[src/rtl/nib_dp_pkg.sv]
package nib_dp_pkg;

    localparam int unsigned NIB_W = 4;

    typedef enum logic [1:0] {
        FN_ADD  = 2'd0,
        FN_CMP  = 2'd1,
        FN_NOR  = 2'd2,
        FN_PASS = 2'd3
    } alu_fn_e;

    typedef enum logic [1:0] {
        SRC_IMM  = 2'd0,
        SRC_MEM  = 2'd1,
        SRC_PORT = 2'd2,
        SRC_ALU  = 2'd3
    } bus_src_e;

endpackage

[src/rtl/nib_bus_mux.sv]
module nib_bus_mux
    import nib_dp_pkg::*;
#(
    parameter int unsigned W = NIB_W
) (
    input  bus_src_e       sel,
    input  logic [W-1:0]   imm,
    input  logic [W-1:0]   mem,
    input  logic [W-1:0]   port,
    input  logic [W-1:0]   alu_res,
    output logic [W-1:0]   operand_b,
    output logic [W-1:0]   bus
);

    logic [W-1:0] ext_val;

    always_comb begin
        ext_val = '0;
        unique case (sel)
            SRC_IMM:  ext_val = imm;
            SRC_MEM:  ext_val = mem;
            SRC_PORT: ext_val = port;
            SRC_ALU:  ext_val = '0;
        endcase
    end

    // During a store the ALU sees zero as its operand, which breaks the loop.
    assign operand_b = (sel == SRC_ALU) ? '0 : ext_val;
    assign bus       = (sel == SRC_ALU) ? alu_res : ext_val;

endmodule

[src/rtl/nib_alu.sv]
module nib_alu
    import nib_dp_pkg::*;
#(
    parameter int unsigned W = NIB_W
) (
    input  logic [W-1:0] a,
    input  logic [W-1:0] b,
    input  alu_fn_e      fn,
    input  logic         cin,
    output logic [W-1:0] res,
    output logic         cout
);

    localparam int unsigned SW = W + 1;

    logic [SW-1:0] sum;
    logic [SW-1:0] cin_ext;

    assign cin_ext = {{W{1'b0}}, cin};

    always_comb begin
        sum = '0;
        unique case (fn)
            FN_ADD:  sum = {1'b0, a} + {1'b0, b} + cin_ext;
            FN_CMP:  sum = {1'b0, a} + {1'b0, ~b} + cin_ext;
            FN_NOR:  sum = {1'b0, ~(a | b)};
            FN_PASS: sum = {1'b0, b};
        endcase
    end

    assign res  = sum[W-1:0];
    assign cout = sum[W];

endmodule

[src/rtl/nib_dp_regs.sv]
module nib_dp_regs #(
    parameter int unsigned W = 4
) (
    input  logic         clk,
    input  logic         rst_n,
    input  logic         acc_we,
    input  logic         flag_we,
    input  logic [W-1:0] acc_d,
    input  logic         carry_d,
    input  logic         equal_d,
    output logic [W-1:0] acc_q,
    output logic         carry_q,
    output logic         equal_q
);

    always_ff @(posedge clk or negedge rst_n) begin
        if (!rst_n) begin
            acc_q <= '0;
        end else if (acc_we) begin
            acc_q <= acc_d;
        end
    end

    always_ff @(posedge clk or negedge rst_n) begin
        if (!rst_n) begin
            carry_q <= 1'b0;
            equal_q <= 1'b0;
        end else if (flag_we) begin
            carry_q <= carry_d;
            equal_q <= equal_d;
        end
    end

endmodule

[src/rtl/nib_datapath.sv]
module nib_datapath
    import nib_dp_pkg::*;
#(
    parameter int unsigned W = NIB_W
) (
    input  logic         clk,
    input  logic         rst_n,
    input  logic [W-1:0] imm_i,
    input  logic [W-1:0] mem_rdata_i,
    input  logic [W-1:0] port_i,
    input  logic [1:0]   alu_fn_i,
    input  logic         carry_in_n_i,
    input  logic         acc_load_i,
    input  logic         flags_load_i,
    input  logic [1:0]   bus_sel_i,
    output logic [W-1:0] bus_o,
    output logic [W-1:0] acc_o,
    output logic         carry_o,
    output logic         equal_o
);

    alu_fn_e      fn;
    bus_src_e     src;
    logic [W-1:0] operand_b;
    logic [W-1:0] alu_res;
    logic         alu_cout;
    logic         acc_we;
    logic         res_zero;

    assign fn  = alu_fn_e'(alu_fn_i);
    assign src = bus_src_e'(bus_sel_i);

    nib_bus_mux #(.W(W)) u_mux (
        .sel       (src),
        .imm       (imm_i),
        .mem       (mem_rdata_i),
        .port      (port_i),
        .alu_res   (alu_res),
        .operand_b (operand_b),
        .bus       (bus_o)
    );

    nib_alu #(.W(W)) u_alu (
        .a    (acc_o),
        .b    (operand_b),
        .fn   (fn),
        .cin  (~carry_in_n_i),
        .res  (alu_res),
        .cout (alu_cout)
    );

    // Compare never writes the accumulator.
    assign acc_we   = acc_load_i && (fn != FN_CMP);
    assign res_zero = (alu_res == '0);

    nib_dp_regs #(.W(W)) u_regs (
        .clk     (clk),
        .rst_n   (rst_n),
        .acc_we  (acc_we),
        .flag_we (flags_load_i),
        .acc_d   (alu_res),
        .carry_d (alu_cout),
        .equal_d (res_zero),
        .acc_q   (acc_o),
        .carry_q (carry_o),
        .equal_q (equal_o)
    );

    assert_acc_hold_R9: assert property (@(posedge clk) disable iff (!rst_n)
        !acc_load_i |=> $stable(acc_o));

    assert_cmp_keeps_acc_R4: assert property (@(posedge clk) disable iff (!rst_n)
        (alu_fn_i == 2'd1) |=> $stable(acc_o));

    assert_flags_hold_R8: assert property (@(posedge clk) disable iff (!rst_n)
        !flags_load_i |=> ($stable(carry_o) && $stable(equal_o)));

    assert_equal_zero_R7: assert property (@(posedge clk) disable iff (!rst_n)
        flags_load_i |=> (equal_o == ($past(alu_res) == '0)));

    assert_nor_no_carry_R5: assert property (@(posedge clk) disable iff (!rst_n)
        (flags_load_i && alu_fn_i == 2'd2) |=> !carry_o);

    assert_store_acc_R10: assert property (@(posedge clk) disable iff (!rst_n)
        (bus_sel_i == 2'd3 && alu_fn_i == 2'd0 && carry_in_n_i) |-> (bus_o == acc_o));

endmodule

[config.mk]
export PLATFORM = sky130hd
export DESIGN_NAME = nib_datapath
export DESIGN_NICKNAME = d
export VERILOG_FILES = /design/src/rtl/nib_dp_pkg.sv /design/src/rtl/nib_bus_mux.sv /design/src/rtl/nib_alu.sv /design/src/rtl/nib_dp_regs.sv /design/src/rtl/nib_datapath.sv
export SDC_FILE = /design/constraint.sdc
export NUM_CORES = 1
export LEC_CHECK = 0
export ABC_AREA = 1
export CORE_MARGIN = 2
export CORE_UTILIZATION = 60
export CTS_CLUSTER_DIAMETER = 30
export CTS_CLUSTER_SIZE = 16
export DETAILED_ROUTE_END_ITERATION = 7
export DONT_BUFFER_PORTS = 1
export GPL_TIMING_DRIVEN = 0
export HOLD_SLACK_MARGIN = 0.02
export PLACE_DENSITY_LB_ADDON = 0.05
export SYNTH_ARGS = -nofsm -noshare
export SYNTH_HDL_FRONTEND = slang
export SYNTH_SLANG_ARGS = --single-unit
[constraint.sdc]
create_clock -name clk -period 5.3 [get_ports clk]
set_input_delay 0.795 -clock clk [delete_from_list [all_inputs] [get_ports clk]]
set_output_delay 0.795 -clock clk [all_outputs]
set_load 0.01 [all_outputs]
==> metrics.md <==
| Metric | Value |
|---|---|
| CP Max Fanout | 8 |
| Row count | 14 |
| Max frequency | 248 MHz |
| Commonest cells post-synth | nand2_1, inv_1, nor2_1 |
| Clk_lat worst skew | 240 ps |
| Slack of the worst reg-to-reg path | 2890 ps |
| DR vias/cell | 5.35 |
| Die Width | 43.9 um |
| Final worst-path cycle share | 76.2% |
| Min Tclk post-route | 4040 ps |
| Initial antenna violation count | 0 |
| Pwr dens | 284 nW/um^2 |
| Clock buffer depth | 2 |
| I/O Pins | 31 |
| Clock skew | 5.76 ps |
| Kind of critical path | in2out |
| Number of flops mapped to enable cells by yosys | 0 |
| Placer Congestion | 0.834 |
| Outcome | finished clean |
| Post-CTS Hold Buffers | 0 |
| Post-CTS Resized | 0 |
| Sw frac | 48.5% |
| Pleak | 0.590 nW |
| Vias in the first global route | 827 |
| Count leader, synth | nand2_1 |
| P_sw | 0.137 mW |
| Die ar. | 1920 um^2 |
| Initial Util | 63.3% |
| # setup viols final | 0 |
| Distinct cells, synth | 17 |
| Die Y | 43.9 um |
| Largest cells by area after synthesis | nand2_1, ha_1, dfrtp_1, inv_1, fa_1 |
| GRT Resource Usage Total | 23.0% |
| Seq pwr share | 27.2% |
| Wire per inst | 11.4 um |
| Clock share of power | 14.4% |
| Mean Syn Cell Area | 6.23 um^2 |
| Synth Register Bits | 6 |
| Setup TNS | 0 ps |
| Final hold vios | 0 |
| Hold WC Path Type | in2async |
| Core Box Area | 1510 um^2 |
| Final #Nets | 197 |
| Pin count of the biggest net entering global routing | 9 |
| Worst path arrival time | 3240 ps |
| Comb power frac | 58.4% |
| DRT iter0 DRCs | 13 |
| Max_cap viols | 0 |
| Share of cells above drive strength 1 | 3.21% |
| HPWL Detailed | 1.75 mm |
| Ant diodes | 0 |
| Syn nets | 192 |
| Overflow after GRT | 0 |
| Mapped Area | 953 um^2 |
| CP Capture Type | output port |
| P_int | 0.146 mW |
| Area leader, netlist | nand2_1 |
| Fraction of registers with async set/reset | 100% |
| Drt total wl | 1.96 mm |
| Worst vdd ir | 0.230 mV |
| Clock transition at path regs | 40 ps |
| First-pass GRT wire length | 3.31 mm |
| Setup bufs post-CTS | 0 |
| Relative slew slack | 71.6% |
| TritonCTS clock tree | yes |
| Syn. warnings | 0 |
| DRT Pass-1 Iters | 4 |
| Clock sinks | 6 |
| PortBufs | 0 |
| Post-route design area | 996 um^2 |
| Sequential area share after synthesis | 15.7% |
| Yosys top cell area share | 19.7% |
| H-Tree Depth | 1 |
| Worst slew pin tran | 422 ps |
| Gate Count Post-Synth | 153 |
| CP Launch Type | input pin |
| Primary FF master, synth | dfrtp_1 |
| RSZ-0062 raised after global routing | no |
| Antenna-violating nets left | 0 |
| CTS Root Cell | clkbuf_4 |
| Cts bufs inserted | 3 |
| DR vias | 921 |
| Area grow syn2layout | 4.46% |
| DRC viols | 0 |
| Worst Path Required | 4510 ps |
| Placed cell areas | 973 um^2 |
| Fin. max-slew vios | 0 |
-- cells by family after synthesis --
logic type               synth area share [%]
AO/OA/AOI/OAI                            8.27
buffers and inverters                    10.6
flip-flops                               15.7
adder cells (fa/ha/maj)                  27.6
AND/OR/NAND/NOR                          37.8
-- sequential cells by signal, indices dropped and copies added, names as in the netlist --
name and flops:
u_regs.acc_q 4, u_regs.carry_q 1, u_regs.equal_q 1
-- power groups by stage --
stage | logic (mW) | registers [mW] | clock network [mW]
after floorplan | 0.135 | 0.0735 | 0
after global placement | 0.160 | 0.0781 | 0
after detailed placement | 0.166 | 0.0780 | 0
after CTS | 0.167 | 0.0774 | 0.0426
after global routing | 0.197 | 0.0792 | 0.0442
final | 0.165 | 0.0768 | 0.0409
-- critical path: stages --
cell,delay (ps)
inv_1,20
ha_1,270
inv_1,170
nand3_1,130
nand2_1,160
inv_1,100
fa_1,450
fa_1,440
nand2_1,80
nand2_1,40
nand2_1,50
inv_1,30
nand2_1,50
nand2_1,80
o21ai_0,370
-- through the flow --
stage / power, mW / instances / utilization [%] / hold slack (ps) / setup WS [ps]
after floorplan: 0.209 / 153 / - / 499 / 1510
after global placement: 0.238 / 169 / 64.6 / 500 / 1290
after detailed placement: 0.244 / 169 / 64.6 / 500 / 1270
after CTS: 0.287 / 172 / 66.1 / 236 / 1260
after global routing: 0.321 / 172 / 66.1 / 231 / 1010
final: 0.283 / 172 / 66.1 / 243 / 1260
-- area by class of cell --
type,instances,area [um^2]
multi-input cells,120,702
fillers,148,510
flip-flops and latches,6,150
inverters,27,101
clock buffers,3,22.5
well taps,16,20.0
-- metal layers --
| metal | vias up | share of wire [%] | global-route usage (%) |
|---|---|---|---|
| li1 | 478 | - | - |
| met1 | 403 | 42 | 29.2 |
| met2 | 36 | 47 | 38.8 |
| met3 | 4 | 8.8 | 7.50 |
| met4 | 0 | 1.6 | 3.64 |
| met5 | - | 0 | 0 |
-- worst paths after layout --
path | start | endpoint | depth (start not counted)
setup / recovery | bus_sel_i[0] | bus_o[1] | 15
max in group asynchronous | rst_n | u_regs.acc_q[3]$_DFFE_PN0P_ | 0
min in group clk | u_regs.equal_q$_DFFE_PN0P_ | u_regs.equal_q$_DFFE_PN0P_ | 2
hold / removal | rst_n | u_regs.acc_q[0]$_DFFE_PN0P_ | 0
setup reg to reg | u_regs.acc_q[0]$_DFFE_PN0P_ | u_regs.equal_q$_DFFE_PN0P_ | 11
hold reg to reg | u_regs.equal_q$_DFFE_PN0P_ | u_regs.equal_q$_DFFE_PN0P_ | 2
-- placed cells by master (no fill, tap or decap), drive strengths merged --
cell	instances
a31oi	1
fa	5
nand3b	2
dfrtp	6
ha	13
nor2	21
a22oi	1
nand2	50
inv	27
clkbuf	3
o21ai	10
a21oi	3
or2	3
nand3	11
(Power assumes the default switching activity.)
